## config.mk

```make
export PLATFORM = sky130hd
export DESIGN_NAME = match_timer
export DESIGN_NICKNAME = d
export VERILOG_FILES = /design/src/rtl/timer_pkg.sv /design/src/rtl/timer_regs.sv /design/src/rtl/timer_clr_sync.sv /design/src/rtl/timer_core.sv /design/src/rtl/match_timer.sv
export SDC_FILE = /design/constraint.sdc
export NUM_CORES = 1
export LEC_CHECK = 0
export BUFFER_PORTS_ARGS = -buffer_cell sky130_fd_sc_hd__buf_4
export CORE_AREA = 2 2 95 97
export DETAILED_ROUTE_END_ITERATION = 8
export DIE_AREA = 0 0 97 99
export HOLD_SLACK_MARGIN = 0.03
export PLACE_DENSITY = 0.86
export SYNTH_ARGS = -nofsm -noshare
export SYNTH_HDL_FRONTEND = slang
export SYNTH_SLANG_ARGS = --single-unit
```

## constraint.sdc

```tcl
create_clock -name clk -period 10 [get_ports clk]
set_clock_uncertainty 0.05 [all_clocks]
set_input_delay 0 -clock clk [delete_from_list [all_inputs] [get_ports clk]]
set_output_delay 0 -clock clk [all_outputs]
set_load 0.03 [all_outputs]
```

## src/rtl/timer_pkg.sv

```systemverilog
package timer_pkg;

    localparam int BUS_W  = 32;
    localparam int ADDR_W = 8;

    localparam logic [ADDR_W-1:0] OFS_MATCH = 8'h00;
    localparam logic [ADDR_W-1:0] OFS_COUNT = 8'h04;
    localparam logic [ADDR_W-1:0] OFS_CTRL  = 8'h08;
    localparam logic [ADDR_W-1:0] OFS_CLEAR = 8'h0C;
    localparam logic [ADDR_W-1:0] OFS_DIV   = 8'h10;
    localparam logic [ADDR_W-1:0] OFS_STAT  = 8'h14;

    localparam int STAT_PEND_BIT = 10;

    // control bits: [1] zero on match, [0] run
    typedef struct packed {
        logic wrap_on_hit;
        logic run;
    } ctrl_t;

    typedef enum logic [2:0] {
        SEL_MATCH,
        SEL_COUNT,
        SEL_CTRL,
        SEL_CLEAR,
        SEL_DIV,
        SEL_STAT,
        SEL_NONE
    } reg_sel_e;

    function automatic reg_sel_e decode_ofs(input logic [ADDR_W-1:0] a);
        case (a)
            OFS_MATCH: return SEL_MATCH;
            OFS_COUNT: return SEL_COUNT;
            OFS_CTRL:  return SEL_CTRL;
            OFS_CLEAR: return SEL_CLEAR;
            OFS_DIV:   return SEL_DIV;
            OFS_STAT:  return SEL_STAT;
            default:   return SEL_NONE;
        endcase
    endfunction

endpackage

```

## src/rtl/timer_regs.sv

```systemverilog
module timer_regs
    import timer_pkg::*;
#(
    parameter int CNT_W = 32,
    parameter int DIV_W = 2
) (
    input  logic                clk,
    input  logic                rst,
    input  logic                wr_en,
    input  logic [ADDR_W-1:0]   addr,
    input  logic [BUS_W-1:0]    wdata,
    input  logic [CNT_W-1:0]    cnt,
    input  logic                pend,
    output logic [BUS_W-1:0]    rdata,
    output logic [CNT_W-1:0]    match_q,
    output ctrl_t               ctrl_q,
    output logic [DIV_W-1:0]    div_q,
    output logic                clr_wr
);

    reg_sel_e sel;
    logic     unused_wdata_hi;

    assign sel             = decode_ofs(addr);
    assign clr_wr          = wr_en && (sel == SEL_CLEAR);
    assign unused_wdata_hi = ^wdata;

    always_ff @(posedge clk) begin
        if (rst) begin
            match_q <= '0;
            ctrl_q  <= '0;
            div_q   <= '0;
        end else if (wr_en) begin
            case (sel)
                SEL_MATCH: match_q <= wdata[CNT_W-1:0];
                SEL_CTRL:  ctrl_q  <= ctrl_t'(wdata[1:0]);
                SEL_DIV:   div_q   <= wdata[DIV_W-1:0];
                default: ;
            endcase
        end
    end

    always_comb begin
        rdata = '0;
        case (sel)
            SEL_MATCH: rdata = BUS_W'(match_q);
            SEL_COUNT: rdata = BUS_W'(cnt);
            SEL_CTRL:  rdata = BUS_W'(ctrl_q);
            SEL_DIV:   rdata = BUS_W'(div_q);
            SEL_STAT:  rdata = BUS_W'(pend) << STAT_PEND_BIT;
            default:   rdata = '0;
        endcase
    end

endmodule

```

## src/rtl/timer_clr_sync.sv

```systemverilog
module timer_clr_sync #(
    parameter int STAGES = 2
) (
    input  logic clk,
    input  logic rst,
    input  logic tick_en,
    input  logic clr_wr,
    output logic pend,
    output logic clr_fire
);

    logic              req_q;
    logic              ack_q;
    logic [STAGES-1:0] sync_q;

    assign pend     = req_q ^ ack_q;
    assign clr_fire = tick_en && (sync_q[STAGES-1] != ack_q);

    // request toggles once per clear; a write during a pending clear merges
    always_ff @(posedge clk) begin
        if (rst)
            req_q <= 1'b0;
        else if (clr_wr && !pend)
            req_q <= ~req_q;
    end

    generate
        for (genvar s = 0; s < STAGES; s++) begin : g_stage
            always_ff @(posedge clk) begin
                if (rst)
                    sync_q[s] <= 1'b0;
                else if (tick_en)
                    sync_q[s] <= (s == 0) ? req_q : sync_q[(s == 0) ? 0 : s-1];
            end
        end
    endgenerate

    always_ff @(posedge clk) begin
        if (rst)
            ack_q <= 1'b0;
        else if (tick_en)
            ack_q <= sync_q[STAGES-1];
    end

endmodule

```

## src/rtl/timer_core.sv

```systemverilog
module timer_core
    import timer_pkg::*;
#(
    parameter int CNT_W = 32,
    parameter int DIV_W = 2
) (
    input  logic             clk,
    input  logic             rst,
    input  logic             tick_en,
    input  ctrl_t            ctrl,
    input  logic [DIV_W-1:0] div,
    input  logic [CNT_W-1:0] match_val,
    input  logic             clr_fire,
    output logic [CNT_W-1:0] cnt_q,
    output logic             irq_q
);

    localparam logic [CNT_W-1:0] ONE = CNT_W'(1);

    logic [DIV_W-1:0] pre_q;
    logic [CNT_W-1:0] nxt;
    logic             due;
    logic             hit;

    assign nxt = cnt_q + ONE;
    assign due = tick_en && ctrl.run && (pre_q == div);
    assign hit = due && (nxt == match_val);

    always_ff @(posedge clk) begin
        if (rst) begin
            cnt_q <= '0;
            pre_q <= '0;
            irq_q <= 1'b0;
        end else if (clr_fire) begin
            cnt_q <= '0;
            pre_q <= '0;
            irq_q <= 1'b0;
        end else begin
            irq_q <= hit;
            if (tick_en && ctrl.run) begin
                if (due) begin
                    pre_q <= '0;
                    cnt_q <= (hit && ctrl.wrap_on_hit) ? '0 : nxt;
                end else begin
                    pre_q <= pre_q + DIV_W'(1);
                end
            end
        end
    end

endmodule

```

## src/rtl/match_timer.sv

```systemverilog
module match_timer
    import timer_pkg::*;
#(
    parameter int CNT_W       = 32,
    parameter int DIV_W       = 2,
    parameter int SYNC_STAGES = 2
) (
    input  logic              clk,
    input  logic              rst,
    input  logic              tick_en,
    input  logic              wr_en,
    input  logic [ADDR_W-1:0] addr,
    input  logic [BUS_W-1:0]  wdata,
    output logic [BUS_W-1:0]  rdata,
    output logic              irq
);

    logic [CNT_W-1:0] cnt;
    logic [CNT_W-1:0] match_q;
    ctrl_t            ctrl_q;
    logic [DIV_W-1:0] div_q;
    logic             clr_wr;
    logic             pend;
    logic             clr_fire;

    timer_regs #(.CNT_W(CNT_W), .DIV_W(DIV_W)) u_regs (
        .clk     (clk),
        .rst     (rst),
        .wr_en   (wr_en),
        .addr    (addr),
        .wdata   (wdata),
        .cnt     (cnt),
        .pend    (pend),
        .rdata   (rdata),
        .match_q (match_q),
        .ctrl_q  (ctrl_q),
        .div_q   (div_q),
        .clr_wr  (clr_wr)
    );

    timer_clr_sync #(.STAGES(SYNC_STAGES)) u_sync (
        .clk      (clk),
        .rst      (rst),
        .tick_en  (tick_en),
        .clr_wr   (clr_wr),
        .pend     (pend),
        .clr_fire (clr_fire)
    );

    timer_core #(.CNT_W(CNT_W), .DIV_W(DIV_W)) u_core (
        .clk       (clk),
        .rst       (rst),
        .tick_en   (tick_en),
        .ctrl      (ctrl_q),
        .div       (div_q),
        .match_val (match_q),
        .clr_fire  (clr_fire),
        .cnt_q     (cnt),
        .irq_q     (irq)
    );

endmodule

```

==> impl_summary.log, run 1 <==
INFO  metric status = complete, no violations
INFO  metric first_global_vias = ~4.6k
INFO  metric worst_hold_startpoint = addr[4]
INFO  metric setup-tns-final = 0 ps
INFO  metric max_cap_viol_count = 0
INFO  metric fp.coreArea = 8551 sq um
INFO  metric end_kind = flip-flop
INFO  metric cpPeakStageDelay = 1020 ps
INFO  metric via_count = 4,769
INFO  metric dr.pass1.iters = 5
INFO  metric initial_core_util = 0.5338
INFO  metric ys_types = between 50 and 60
INFO  metric rows = 34
INFO  metric path_max_fanout = 25
INFO  metric globalRoute.totalOverflow = 0
INFO  metric critical-path-slowest-cell = nand2b_1
INFO  metric power_per_cell_area = 95.08 nW/um^2
INFO  metric yosys-top-cells-area = dfxtp_1 33%, xnor2_1 9.4%, nand2_1 9.0%
INFO  metric postLayoutCellArea = ~6000 sq um
INFO  metric unrepaired_setup_endpoints_after_global_routing = no
INFO  metric cp_cell_sequence = ha_1, nand3_2, nor3_2, a31oi_1, a211oi_1, o211ai_1, or4_4, nor4_4, nand2b_1, nor2_1
INFO  metric synth_top_cell_by_area = dfxtp_1
INFO  metric synthTopCellsByCount = 110 x nand2_1, 75 x dfxtp_1, 51 x a21oi_1
INFO  metric ys_async_sr_fraction = 0
INFO  metric grt_pass1_wl = 22,340 um
INFO  metric numPortBuffers = 76
INFO  metric grt_util_met2 = 0.4845
INFO  metric timing.final.ws_setup = 5636 ps
INFO  metric tightest_slew = approximately 1300 ps
INFO  metric crit_buf_inv = 0
INFO  metric utilization = 0.6848
INFO  metric final.fill_count = about 650
INFO  metric m1_gr_usage = 0.3559
INFO  metric max_freq = roughly 230 MHz
INFO  metric detail_route.wirelength = about 14,000 um
INFO  metric postSynth.topFlopCell = dfxtp_1
INFO  metric floorplan.die.width = roughly 97 um
INFO  metric post_synth.cell_area_avg = 7.843 sq um
INFO  metric critical-path-top-delay-family = simple AND/OR/NAND/NOR gates
INFO  metric clk-insertion-delay-late = 370 ps
INFO  metric detailed_place_hpwl = 9009 um
INFO  metric worst_ep_arrival_time = 4520 ps
INFO  metric dp_worst_setup_slack = around 5700 ps
INFO  metric numCtsBuffers = 9
INFO  metric antenna_violating_nets_post_route = 0
INFO  metric nets = around 730
INFO  metric synth_seq_cells = 75
INFO  metric gr-max-usage-layer = met2
INFO  metric clock_sink_count = 75
INFO  metric synthMostInstantiatedCell = nand2_1
INFO  metric met3_global_route_usage = 0.04965
INFO  metric multiInputGateArea = around 2800 sq um
INFO  metric cts_tree = done
INFO  metric irDropWorstVdd = between 0.07 and 0.08 mV
INFO  metric globalRouteTotalUtil = 0.2874
INFO  metric grt_antenna_before_repair = 0
INFO  metric detail_route.drc_violations = 0
INFO  metric period_share = 0.4364
INFO  metric wl_per_cell = roughly 17 um
INFO  metric drt_iter0_drc = around 320
INFO  metric placedInstanceArea = 5047 sq um
INFO  metric antenna_cells = 0
INFO  metric die_h = approximately 99 um
INFO  metric layout_min_cycle_time = 4364 ps
INFO  metric gp_congestion = 0.9540
INFO  metric timing.rr.start = u_core.cnt_q[0]
INFO  metric worstPathRequired = approximately 10,000 ps
INFO  metric cts_root_buffer = clkbuf_8
INFO  metric post_synth_net_total = approximately 630
INFO  metric cts_max_path_buffers = 2
INFO  metric startpoint_type = flip-flop
INFO  metric setup_viol_count_final = 0
INFO  metric worst_hold_path_type = input pin to flip-flop
INFO  metric max_transition_viols_final = 0
INFO  metric ys_seq_area_frac = 0.3289
INFO  metric worstSetupStartpoint = u_core.cnt_q[0]
INFO  metric hold_viol = 0
INFO  metric edff_count_synth = 0
INFO  metric regArea = roughly 1500 sq um
INFO  metric synthToLayoutAreaGrowth = 28.29%
INFO  metric static-leakage-power = around 2.3 nW
INFO  metric synth.top_cell.area_share = 0.3289
INFO  metric timing.setup.critical_path_class = flip-flop to flip-flop
INFO  metric mappedNetlistArea = 4564 sq um
INFO  metric timing.max_slew.rel_slack = 0.1543
INFO  metric path_clk_slew = ~80 ps
INFO  metric ioPinCount = between 70 and 80
INFO  metric h_tree_depth = 3
INFO  metric post-cts-setup-buffer-count = 0
INFO  metric die_area = between 9000 and 10,000 sq um
INFO  metric avgViaCountPerCell = 5.976
INFO  metric syn-instance-count = ~580
INFO  metric final_layout_size_suffix_gt1_frac = 0.1725
INFO  metric synthesis.yosys.warnings = 0
INFO  metric grt_start_max_net_pins = between 40 and 50
## stage by stage
step | std cells | hold WS [ps] | total power, mW
2_1_floorplan | 582 | 85.97 | 0.3152
3_3_place_gp | 720 | 196.7 | 0.3282
4_1_cts | 798 | 46.53 | 0.5528
6_report | 798 | 41.44 | 0.5568
5_1_grt | 798 | 85.39 | 0.5681
3_5_place_dp | 720 | 205.3 | 0.3287
## metal layers
layer,vias up,share of wire
met5,-,0
met4,0,0.039
met3,49,0.075
met2,238,0.48
met1,2259,0.41
li1,2223,-
## where the power goes
part,switching (mW),internal (mW)
registers,0.000246,0.298
logic,0.0142,0.0217
clock network,0.120,0.102
total,0.135,0.422
## flip-flops by register name, indices dropped and copies added, names as in the netlist
register / cells
u_core.pre_q: 2
u_sync.req_q: 1
u_regs.match_q: 32
u_core.irq_q: 1
u_regs.div_q: 2
u_sync.sync_q: 2
u_core.cnt_q: 32
u_regs.ctrl_q: 2
u_sync.ack_q: 1
## logic make-up after synthesis
| kind of cell | synth area share |
|---|---|
| AND/OR/NAND/NOR | 0.3029 |
| multiplexers | 0.006579 |
| AO/OA/AOI/OAI | 0.1584 |
| adder cells (fa/ha/maj) | 0.002741 |
| buffers and inverters | 0.05647 |
| XOR/XNOR | 0.1439 |
| flip-flops | 0.3289 |
## timing repair
| item | CTS | global route |
|---|---|---|
| hold buffers | 63 | 0 |
| gates resized for setup | 0 | 0 |
| endpoints found under the setup margin | 0 | 0 |
| hold endpoints to repair | 41 | 0 |
## worst reg2reg max path, cell delays in order, from the launching register on
cell	delay [ps]
dfxtp_1	500
ha_1	300
nand3_2	170
nor3_2	410
a31oi_1	140
a211oi_1	300
o211ai_1	140
or4_4	560
nor4_4	490
nand2b_1	1020
nor2_1	140
## placed cells by master, fill, tap and decap left out, types with 3 or more instances in the layout
cell and n:
dfxtp_1 75, mux2i_1 3, o211ai_1 4, xnor2_1 49, a21o_1 6, or3_1 11
nand4_1 13, xor2_1 26, dlygate4sd3_1 63, a21oi_1 51, and3_1 5, nor3_1 19
nor2_1 42, a22o_1 29, nor2_2 9, o21ai_0 3, nor2b_1 3, nor4_1 7
nand4_2 4, nand2_1 110, nand3_1 21, buf_4 79, clkbuf_8 11, nor4b_1 4
## layout make-up
type,count,share of cell area
inverters,2,0.001282
flip-flops and latches,75,0.2564
multi-input cells,456,0.4799
clock inverters,4,0.004487
clock buffers,11,0.02585
repair buffers,142,0.2090
well taps,108,0.02308
## path summary, 6_finish.rpt
path	end	slack, ps	cells past startpoint
setup / recovery	u_core.cnt_q[8]	5640	10
hold / removal	u_sync.req_q	40	5
setup reg to reg	u_core.cnt_q[8]	5640	10
hold reg to reg	u_sync.req_q	440	2
(Power assumes the default switching activity.)
==> inputs of run 2 (changes only) <==
- clock period: 10 -> 4.32 ns (I/O delays scaled with it)
==> run 2 against run 1 <==
Effect of this change:
- non-clock buffer count fell by 12
- worst setup slack got worse by 5000 ps
- fmax rose by 17%
- critical path type unchanged
- combinational power rose by 130%
- worst hold slack improved by 19 ps
- total power rose by 140%
- first-iteration DRC count rose by 36%
- critical path depth rose by 1
- die area did not move
- critical endpoint is now u_core.cnt_q[29]
- design area fell by 1.9%
==> impl_summary.log, run 2 (synthesis gave the netlist of run 1 again) <==
INFO  metric status = complete, no violations
INFO  metric post-cts-setup-buffer-count = 0
INFO  metric startpoint_type = flip-flop
INFO  metric worst_hold_path_type = input pin to flip-flop
INFO  metric max_cap_viol_count = 0
INFO  metric via_count = about 4.7k
INFO  metric timing.setup.critical_path_class = flip-flop to flip-flop
INFO  metric unrepaired_setup_endpoints_after_global_routing = no
INFO  metric cts_tree = done
INFO  metric static-leakage-power = 2.190 nW
INFO  metric clock_sink_count = between 70 and 80
INFO  metric timing.max_slew.rel_slack = 0.2524
INFO  metric detailed_place_hpwl = between 8000 and 9000 um
INFO  metric post_cts_resized = 0
INFO  metric power_per_cell_area = approximately 230 nW/um^2
INFO  metric antenna_cells = 0
INFO  metric avgViaCountPerCell = approximately 6
INFO  metric antenna_violating_nets_post_route = 0
INFO  metric final.fill_count = approximately 660
INFO  metric globalRoute.totalOverflow = 0
INFO  metric nets = about 720
INFO  metric numPortBuffers = 76
INFO  metric detail_route.wirelength = approximately 13,000 um
INFO  metric ioPinCount = 77
INFO  metric grt_pass1_wl = between 20,000 and 25,000 um
INFO  metric first_global_vias = ~4.5k
INFO  metric period_share = 0.8638
INFO  metric mostFrequentLayoutCells = 110 x nand2_1, 81 x buf_4, 75 x dfxtp_1
INFO  metric setup-tns-final = 0 ps
INFO  metric globalRouteTotalUtil = 0.2666
INFO  metric end_kind = flip-flop
INFO  metric worst_ep_arrival_time = a little under 4000 ps
INFO  metric final.hold.worst_slack = 60.51 ps
INFO  metric gp_congestion = around 1.1
INFO  metric irDropWorstVdd = 0.2013 mV
INFO  metric grt_start_max_net_pins = 43
INFO  metric clk-insertion-delay-late = between 300 and 400 ps
INFO  metric numCtsBuffers = 9
INFO  metric tightest_slew = 1119 ps
INFO  metric drt_iter0_drc = 429
INFO  metric die_h = 99 um
INFO  metric floorplan.die.width = 97 um
INFO  metric setup_viol_count_final = 0
INFO  metric max_freq = ~270 MHz
INFO  metric dr.pass1.iters = 5
INFO  metric path_max_fanout = 25
INFO  metric path_clk_slew = approximately 70 ps
INFO  metric most_common_cell_after_layout_fill_and_taps_aside = nand2_1
INFO  metric dp_worst_setup_slack = between 600 and 700 ps
INFO  metric grt_antenna_before_repair = 0
INFO  metric hold_viol = 0
INFO  metric detail_route.drc_violations = 0
INFO  metric fp.coreArea = approximately 8600 sq um
INFO  metric final_layout_size_suffix_gt1_frac = 0.1785
INFO  metric max_transition_viols_final = 0
INFO  metric layout_min_cycle_time = between 3000 and 4000 ps
INFO  metric die_area = between 9000 and 10,000 sq um
INFO  metric timing.final.ws_setup = about 590 ps
INFO  metric reg.largest.list = u_core.cnt_q (32), u_regs.match_q (32)
INFO  metric cts_root_buffer = clkbuf_8
INFO  metric wl_per_cell = 16.38 um
INFO  metric worstPathRequired = about 4500 ps
INFO  metric synthToLayoutAreaGrowth = 25.85%
INFO  metric rows = 34
INFO  metric cts_max_path_buffers = 2
INFO  metric h_tree_depth = 3
INFO  metric initial_core_util = 0.5338
## run 2: final cells by class
class / instances / area, sq um / area share
Clock buffer: 10 / 137.6 / 0.02396
Clock inverter: 5 / 53.80 / 0.009366
Inverter: 2 / 7.507 / 0.001307
Multi-Input combinational cell: 456 / 2810 / 0.4892
Sequential cell: 75 / 1501 / 0.2614
Tap cell: 108 / 135.1 / 0.02352
Timing Repair Buffer: 130 / 1099 / 0.1912
## run 2: worst paths after layout
check	startpoint	endpoint	slack, ps	depth (start not counted)
setup reg to reg	u_core.cnt_q[0]	u_core.cnt_q[29]	590	11
hold reg to reg	u_regs.match_q[31]	u_regs.match_q[31]	440	2
hold / removal	addr[4]	u_sync.req_q	60	5
setup / recovery	u_core.cnt_q[0]	u_core.cnt_q[29]	590	11
## run 2: through the flow
step	power, mW	util	std cells	instance area, sq um
after floorplan	0.7297	-	582	4564
after CTS	1.311	0.6718	786	5744
after global placement	0.7601	0.5920	722	5062
after global routing	1.350	0.6718	786	5744
after detailed placement	0.7614	0.5920	722	5062
final	1.311	0.6718	786	5744
## run 2: per-layer routing
metal  wire, um  GRT usage  vias to the layer above
met5          0          0                        -
met4        532     0.1473                        0
met3       1055    0.04823                       56
met2       6139     0.4428                      243
met1       5148     0.3282                     2169
li1           -          -                     2206
## run 2: repair_timing
action	4_1_cts	5_1_grt
endpoints found under the hold margin	41	0
hold buffers	49	0
endpoints found under the setup margin	0	0
## run 2: power breakdown
part	internal [mW]	total (mW)	leakage (nW)	switching, mW
logic	0.0506	0.0823	1.48	0.0317
registers	0.691	0.692	0.604	0.000578
clock network	0.277	0.537	0.102	0.259
total	1.02	1.31	2.19	0.291
## run 2: critical path, cell delays in order, from the launching register on
cell and delay [ps]:
dfxtp_1 470, ha_1 290, nand3_2 170, nor3_2 400, a31oi_1 140, a211oi_1 260, o211ai_1 140, or4_4 560
nor4_4 520, nand2b_1 170, buf_4 340, nor2_1 100
